==> src/rtl/psw_pkg.sv <==
package psw_pkg;
  localparam int FLAG_W  = 16;
  localparam int CF_POS  = 0;
  localparam int ONE_POS = 1;
  localparam int PF_POS  = 2;
  localparam int AF_POS  = 4;
  localparam int ZF_POS  = 6;
  localparam int SF_POS  = 7;
  localparam int TF_POS  = 8;
  localparam int IE_POS  = 9;
  localparam int DF_POS  = 10;
  localparam int OF_POS  = 11;

  localparam logic [FLAG_W-1:0] FIXED_ONES = FLAG_W'(1) << ONE_POS;
  localparam logic [FLAG_W-1:0] LOAD_MASK  =
      (FLAG_W'(1) << CF_POS) | (FLAG_W'(1) << PF_POS) | (FLAG_W'(1) << AF_POS) |
      (FLAG_W'(1) << ZF_POS) | (FLAG_W'(1) << SF_POS) | (FLAG_W'(1) << TF_POS) |
      (FLAG_W'(1) << IE_POS) | (FLAG_W'(1) << DF_POS) | (FLAG_W'(1) << OF_POS);

  typedef enum logic [2:0] {
    OP_ADD   = 3'd0,
    OP_SUB   = 3'd1,
    OP_LOGIC = 3'd2,
    OP_INC   = 3'd3,
    OP_DEC   = 3'd4
  } op_cls_e;

  typedef enum logic [2:0] {
    CMD_NONE   = 3'd0,
    CMD_SET_IE = 3'd1,
    CMD_CLR_IE = 3'd2,
    CMD_SET_DF = 3'd3,
    CMD_CLR_DF = 3'd4,
    CMD_SET_TF = 3'd5,
    CMD_CLR_TF = 3'd6
  } ctl_cmd_e;

  typedef struct packed {
    logic of_f;
    logic sf;
    logic zf;
    logic af;
    logic pf;
    logic cf;
  } cond_t;

  typedef struct packed {
    logic df;
    logic ie;
    logic tf;
  } ctl_t;
endpackage

==> src/rtl/psw_parity.sv <==
module psw_parity #(
  parameter int W = 8
) (
  input  logic [W-1:0] d_i,
  output logic         even_o
);
  logic acc;
  always_comb begin
    acc = 1'b0;
    for (int i = 0; i < W; i++) acc = acc ^ d_i[i];
    even_o = ~acc;
  end
endmodule

==> src/rtl/psw_cond_calc.sv <==
module psw_cond_calc
  import psw_pkg::*;
#(
  parameter int DW = 16,
  parameter int BW = 8,
  parameter int PW = 8
) (
  input  logic [2:0]    op_i,
  input  logic          byte_i,
  input  logic [DW-1:0] a_i,
  input  logic [DW-1:0] b_i,
  input  logic [DW-1:0] res_i,
  input  logic          cout_i,
  input  cond_t         cur_i,
  output cond_t         nxt_o
);
  localparam int MSB_W = DW - 1;
  localparam int MSB_B = BW - 1;

  logic a_s, b_s, r_s, r_zero, half, add_ov, sub_ov, par_even;

  psw_parity #(.W(PW)) u_par (
    .d_i    (res_i[PW-1:0]),
    .even_o (par_even)
  );

  always_comb begin
    a_s    = byte_i ? a_i[MSB_B]   : a_i[MSB_W];
    b_s    = byte_i ? b_i[MSB_B]   : b_i[MSB_W];
    r_s    = byte_i ? res_i[MSB_B] : res_i[MSB_W];
    r_zero = byte_i ? ~|res_i[BW-1:0] : ~|res_i;
    // sum bit 4 xor both operand bits recovers the carry/borrow into bit 4
    half   = a_i[AF_POS] ^ b_i[AF_POS] ^ res_i[AF_POS];
    add_ov = (a_s == b_s) && (r_s != a_s);
    sub_ov = (a_s != b_s) && (r_s != a_s);

    nxt_o.pf = par_even;
    nxt_o.zf = r_zero;
    nxt_o.sf = r_s;
    unique case (op_cls_e'(op_i))
      OP_ADD: begin nxt_o.cf = cout_i;   nxt_o.af = half; nxt_o.of_f = add_ov; end
      OP_SUB: begin nxt_o.cf = cout_i;   nxt_o.af = half; nxt_o.of_f = sub_ov; end
      OP_INC: begin nxt_o.cf = cur_i.cf; nxt_o.af = half; nxt_o.of_f = add_ov; end
      OP_DEC: begin nxt_o.cf = cur_i.cf; nxt_o.af = half; nxt_o.of_f = sub_ov; end
      default: begin nxt_o.cf = 1'b0;    nxt_o.af = 1'b0; nxt_o.of_f = 1'b0;   end
    endcase
  end
endmodule

==> src/rtl/psw_ctrl_next.sv <==
module psw_ctrl_next
  import psw_pkg::*;
(
  input  logic [2:0] cmd_i,
  input  ctl_t       cur_i,
  output ctl_t       nxt_o
);
  always_comb begin
    nxt_o = cur_i;
    unique case (ctl_cmd_e'(cmd_i))
      CMD_SET_IE: nxt_o.ie = 1'b1;
      CMD_CLR_IE: nxt_o.ie = 1'b0;
      CMD_SET_DF: nxt_o.df = 1'b1;
      CMD_CLR_DF: nxt_o.df = 1'b0;
      CMD_SET_TF: nxt_o.tf = 1'b1;
      CMD_CLR_TF: nxt_o.tf = 1'b0;
      default:    nxt_o = cur_i;
    endcase
  end
endmodule

==> src/rtl/psw_unit.sv <==
module psw_unit
  import psw_pkg::*;
#(
  parameter int DW = 16,
  parameter int BW = 8,
  parameter int PW = 8
) (
  input  logic              clk_i,
  input  logic              rst_ni,
  input  logic              upd_i,
  input  logic [2:0]        op_i,
  input  logic              byte_i,
  input  logic [DW-1:0]     a_i,
  input  logic [DW-1:0]     b_i,
  input  logic [DW-1:0]     res_i,
  input  logic              cout_i,
  input  logic [2:0]        cmd_i,
  input  logic              load_i,
  input  logic [FLAG_W-1:0] load_word_i,
  output logic [FLAG_W-1:0] flags_o,
  output logic              dir_dec_o,
  output logic              trap_en_o,
  output logic              int_en_o
);
  logic [FLAG_W-1:0] psw_q, psw_d, ld_word;
  cond_t cond_cur, cond_calc, cond_sel;
  ctl_t  ctl_cur, ctl_nxt;

  assign cond_cur = '{of_f: psw_q[OF_POS], sf: psw_q[SF_POS], zf: psw_q[ZF_POS],
                      af: psw_q[AF_POS], pf: psw_q[PF_POS], cf: psw_q[CF_POS]};
  assign ctl_cur  = '{df: psw_q[DF_POS], ie: psw_q[IE_POS], tf: psw_q[TF_POS]};

  psw_cond_calc #(.DW(DW), .BW(BW), .PW(PW)) u_cond (
    .op_i   (op_i),
    .byte_i (byte_i),
    .a_i    (a_i),
    .b_i    (b_i),
    .res_i  (res_i),
    .cout_i (cout_i),
    .cur_i  (cond_cur),
    .nxt_o  (cond_calc)
  );

  psw_ctrl_next u_ctl (
    .cmd_i (cmd_i),
    .cur_i (ctl_cur),
    .nxt_o (ctl_nxt)
  );

  assign cond_sel = upd_i ? cond_calc : cond_cur;
  assign ld_word  = (load_word_i & LOAD_MASK) | FIXED_ONES;

  always_comb begin
    psw_d          = FIXED_ONES;
    psw_d[CF_POS]  = cond_sel.cf;
    psw_d[PF_POS]  = cond_sel.pf;
    psw_d[AF_POS]  = cond_sel.af;
    psw_d[ZF_POS]  = cond_sel.zf;
    psw_d[SF_POS]  = cond_sel.sf;
    psw_d[OF_POS]  = cond_sel.of_f;
    psw_d[TF_POS]  = ctl_nxt.tf;
    psw_d[IE_POS]  = ctl_nxt.ie;
    psw_d[DF_POS]  = ctl_nxt.df;
    if (load_i) psw_d = ld_word;
  end

  always_ff @(posedge clk_i or negedge rst_ni) begin
    if (!rst_ni) psw_q <= FIXED_ONES;
    else         psw_q <= psw_d;
  end

  assign flags_o   = psw_q;
  assign dir_dec_o = psw_q[DF_POS];
  assign trap_en_o = psw_q[TF_POS];
  assign int_en_o  = psw_q[IE_POS];
endmodule

==> config.mk <==
export PLATFORM = sky130hd
export DESIGN_NAME = psw_unit
export DESIGN_NICKNAME = d
export VERILOG_FILES = /design/src/rtl/psw_pkg.sv /design/src/rtl/psw_parity.sv /design/src/rtl/psw_cond_calc.sv /design/src/rtl/psw_ctrl_next.sv /design/src/rtl/psw_unit.sv
export SDC_FILE = /design/constraint.sdc
export NUM_CORES = 1
export LEC_CHECK = 0
export BUFFER_PORTS_ARGS = -buffer_cell sky130_fd_sc_hd__buf_2
export CAP_MARGIN = 20
export CORE_UTILIZATION = 29
export DETAILED_ROUTE_END_ITERATION = 7
export GPL_TIMING_DRIVEN = 0
export PLACE_DENSITY = 0.71
export RECOVER_POWER = 50
export SYNTH_ARGS = -nofsm -noshare
export SYNTH_HDL_FRONTEND = slang
export SYNTH_HIERARCHICAL = 1
export SYNTH_SLANG_ARGS = --single-unit
==> constraint.sdc <==
create_clock -name clk_i -period 2.44 [get_ports clk_i]
set_clock_uncertainty 0.2 [all_clocks]
set_input_delay 0.122 -clock clk_i [delete_from_list [all_inputs] [get_ports clk_i]]
set_output_delay 0.122 -clock clk_i [all_outputs]
set_load 0.005 [all_outputs]
### Word-level counts from Yosys, hierarchy flattened

Index checks and enable logic that the tools add are counted.

| operators by class | value |
|---|---|
| eq/ne operators | 13 |
| bitwise operators | 10 |
| multiplexer cells | 12 |
| reductions and logical operators | 17 |

Operator list:

| cell | count |
|---|---|
| 16-bit OR reduction | 1 |
| 3-bit equality test (second input constant) | 4 |
| 12-bit two-way mux | 1 |
| 1-bit case mux with 2 select lines | 5 |
| 3-bit by 2-bit equality test with 1-bit output (second input constant) | 3 |
| 3-bit nonzero test | 3 |
| 1-bit bitwise XOR | 9 |
| 2-bit OR reduction | 4 |
| 8-bit OR reduction | 1 |
| 3-bit by 1-bit equality test with 1-bit output (second input constant) | 2 |
| 6-bit two-way mux | 1 |
| 1-bit two-way mux | 5 |
| 4-bit OR reduction | 1 |
| 3-bit logical NOT | 1 |
| 1-bit logical AND | 2 |
| 1-bit logical NOT | 2 |
| 1-bit inequality test | 2 |
| 2-bit by 1-bit inequality test with 1-bit output (second input constant) | 1 |
| 2-bit AND reduction | 1 |
| 2-bit nonzero test | 1 |
| 1-bit equality test | 1 |
| 1-bit NOT | 1 |

| storage, ports and cells | value |
|---|---|
| bits in registers | 16 |
| output and inout port bits | 19 |
| word-level logic and storage cells | 58 |
| input bits | 76 |

### Depth between registers and ports, before layout

| logic depth | value |
|---|---|
| depth after elaboration | 10 |
| gate-level depth with buffers | 6 |
| mapped depth without buffers | 6 |

### Cells and area by module

Netlist, hierarchy kept.

By module, submodules not included:

| module | cells each | seq. area each (µm²) | area an instance (µm²) | instances |
|---|---|---|---|---|
| psw_unit | 44 | 225.2 | 473.0 | 1 |
| psw_cond_calc | 34 | 0.0 | 239.0 | 1 |
| psw_parity | 7 | 0.0 | 61.3 | 1 |
| psw_ctrl_next | 11 | 0.0 | 55.1 | 1 |

### Worst setup path after synthesis

No wires, ideal clock.

| timing | value |
|---|---|
| path type | input to register |
| start | in a_i[15] |
| end | reg psw_q[11], in the netlist flags_o[11] |
| slack | 1.200 ns |
| setup time | 0.121 ns |
| stages | 6 |
| arrival | 0.920 ns |
| buffers on the path | 0 |
| data required time | 2.119 ns |
| cell sequence | xor2_1 mux2i_2 mux2i_1 a21oi_1 mux2i_1 o21ai_1 |

RTL lines:

| what | RTL line | source |
|---|---|---|
| from (decl) | psw_unit.sv:13 | `input logic [DW-1:0] a_i,` |
| to (signal assigned) | psw_unit.sv:69 | `else psw_q <= psw_d;` |
| to (decl) | psw_unit.sv:25 | `logic [FLAG_W-1:0] psw_q, psw_d, ld_word;` |

### Worst setup path after layout

| timing | value |
|---|---|
| start | in res_i[15] |
| end | reg psw_q[6], in the netlist flags_o[6] |

| on the way | value |
|---|---|
| longest elaborated chain between the ends | 5 |

RTL lines:

| what | RTL line | source |
|---|---|---|
| from (decl) | psw_unit.sv:15 | `input logic [DW-1:0] res_i,` |
| 16-bit OR reduction | psw_cond_calc.sv:31 | `r_zero = byte_i ? ~\|res_i[BW-1:0] : ~\|res_i;` |
| 1-bit logical NOT | psw_cond_calc.sv:31 |  |
| 1-bit two-way mux | psw_cond_calc.sv:31 |  |
| via u_cond.r_zero | psw_cond_calc.sv:20 | `logic a_s, b_s, r_s, r_zero, half, add_ov, sub_ov, par_even;` |
| 6-bit two-way mux | psw_unit.sv:50 | `assign cond_sel = upd_i ? cond_calc : cond_cur;` |
| 12-bit two-way mux | psw_unit.sv:64 | `if (load_i) psw_d = ld_word;` |

The timed path passes the listed nets, and every way through them passes these cells. The select of a mux whose other input is x is not followed.
A chain may end at the register's enable or synchronous reset.

==> impl_metrics.ini <==
[worst_hold_path]
hold_path_class = in2reg
min_to = flags_o[9]
hp-start = load_i
whs_path_depth = 2

[clock_tree]
clk_latency_ps = 250
cts_max_path_buffers = 2
cts_tree = done
cts_made_buffers = 3
htree_num_levels = 1
clk_pin_slew_worst_paths_ps = 60
hold_buffers = 12
cts_root_buf = clkbuf_4
post_cts_buffers = 0
cts_sinks = 9
cts_resized = 0

[logic_synthesis]
yosys_warnings = 6
synth-async-reset-ratio_pct = 100
netlist.area_leader.share_pct = 27.2
yosysSeqAreaShare_pct = 27.2
syn_inst = 96
synth.most_common_cell = buf_4
yosys_register_bits = 9
synth_enable_flop_cells = 0
synthFlopType = dfrtp_1
yosysTopAreaCell = dfrtp_1
syn_area_um2 = 828
ys_top_cells_by_count = buf_4 (14), nand2_1 (10), dfrtp_1 (9), xnor2_1 (9), mux2i_1 (8)
synth_cell_types = 23
synth_area_leaders = dfrtp_1 (27%), buf_4 (13%), mux2i_1 (9.7%)
avgSynthCellArea_um2 = 8.63

[sta]
max_freq_mhz = 635
finalCritPeriodShare_pct = 64.5
period_minus_slack_ps = 1570
rsz0062_at_grt = false
setup_tns_ps = 0
finalHoldViolations = 0
final_max_slew_viol_count = 0
finalSetupViolCount = 0

[place]
dpl.cell_count = 185
post-dp-hpwl_um = 1540
port-buffer-count = 53
gp_congestion = 0.658
place_area_um2 = 1150

[drt]
drt_iter0_drc = 10
antenna_left = 0
drc = 0
via_per_inst = 4.34
wl_per_cell_um = 9.32
wirelength_um = 1870
firstDrtPassIters = 4
vias = 872

[worst_setup_path]
critPathMaxFanout = 3
cp.arrival_ps = 1560
cp_data_required_time_ps = 2430
cp-end-kind = register
reg2reg_slack_ps = 1010
rr_startpoint = flags_o[6]
crit_type = in2reg
cp-start-kind = input pin
worstReg2RegEnd = flags_o[6]
r2r_cells = 3

[global_route]
grt_util_all_layers_pct = 13.0
antenna_found_initial = 0
grt_pass1_wl_um = 3270
grt_overflow = 0
grt_max_degree = 11
grt_pass1_vias = 816

[power_and_ir_drop]
pwr-share-clk_pct = 22.4
leakage_nw = 0.648
swShare_pct = 28.7
pwr-share-seq_pct = 35.7
ir_drop_v = 0.000322
p_int_mw = 0.354
power_density_nw_per_um2 = 384
switching_power_mw = 0.143
comb_power_share_pct = 41.9
p_total_mw = 0.496

[die]
pin_count = 95
die_area_um2 = 3070
die_w_um = 55.4
dieHeight_um = 55.4
start_util_pct = 30.3
core-area_um2 = 2730
rows = 19

[cells_and_area]
fin_nets = 247
largest_reg_flops = 9
syn_to_final_growth_pct = 56.2
stdcell_count = 201
n_antenna_cell = 0
final_design_area_no_fill_um2 = 1290
drive_above_1_share_pct = 44.1
n_fill_cell = 272
utilization_pct = 47.3

[run]
cap_viol_max_count = 0

[status]
outcome = complete, no violations
==> metrics by stage <==
stage | setup slack [ps] | hold slack (ps)
floorplan | 1200 | -374
global placement | 994 | -218
detailed placement | 988 | -214
CTS | 838 | 15.6
global route | 707 | 19.6
finish | 865 | 22.6
==> cell type report <==
class | instances | area [µm²] | share of cell area (%)
buffer | 15 | 116 | 8.99
multi-input combinational | 77 | 505 | 39.1
clock buffer | 4 | 26.3 | 2.03
sequential | 9 | 225 | 17.4
tap | 31 | 38.8 | 3.00
timing repair buffer | 65 | 382 | 29.5
==> cells by family after synthesis <==
logic type | synth area share [%]
buf+inv | 14.0
simple gates | 16.6
mux | 16.8
xor+xnor | 13.7
compound gates | 10.7
other cells | 0.907
flops | 27.2
==> cell usage in the layout (no fill, tap or decap) <==
cell           count
buf_2             50
nor3b_2            1
nor2b_2            1
nor4_1             4
o21ai_1            6
a31oi_1            1
xnor2_1            9
nand2b_1           1
mux2_2             4
dlygate4sd3_1     12
buf_4             14
nor2_1             6
nor3b_1            1
mux2i_2            1
clkbuf_4           3
nand2_1           10
o21ai_0            4
nor2b_1            2
clkbuf_1           4
conb_1             7
mux2i_1            8
dfrtp_1            9
a21oi_1            5
nor3_1             1
a211oi_1           1
buf_6              1
xor2_1             4
==> worst max-delay path: stages <==
cell and delay, ps:
buf_2 120, nor4_1 280, a21oi_1 110, nor2_1 110, buf_4 110, mux2i_1 60, o21ai_1 110, dlygate4sd3_1 550
==> worst max-delay path by stage <==
stage / startpoint / cells past startpoint / endpoint / slack (ps)
2_1_floorplan: a_i[15] / 6 / flags_o[11] / 1200
3_3_place_gp: a_i[7] / 7 / flags_o[11] / 990
3_5_place_dp: a_i[7] / 7 / flags_o[11] / 990
4_1_cts: res_i[15] / 8 / flags_o[6] / 840
5_1_grt: res_i[15] / 8 / flags_o[6] / 710
6_report: res_i[15] / 8 / flags_o[6] / 870
==> routing by layer <==
| metal | wire length [µm] | part of all wire (%) | GRT usage (%) | vias to the layer above |
|---|---|---|---|---|
| met4 | 0 | 0 | 3.21 | 0 |
| met2 | 952 | 51 | 26.0 | 43 |
| met5 | 0 | 0 | 0 | - |
| met3 | 164 | 8.8 | 3.28 | 0 |
| met1 | 755 | 40 | 13.3 | 368 |
| li1 | - | - | - | 461 |
==> power groups by stage <==
stage	clock (mW)	combinational [mW]	sequential [mW]
floorplan	0	0.112	0.181
detailed placement	0	0.194	0.180
global placement	0	0.192	0.179
CTS	0.118	0.212	0.177
global route	0.128	0.231	0.179
finish	0.111	0.208	0.177
Power figures use the tool's default switching activity.
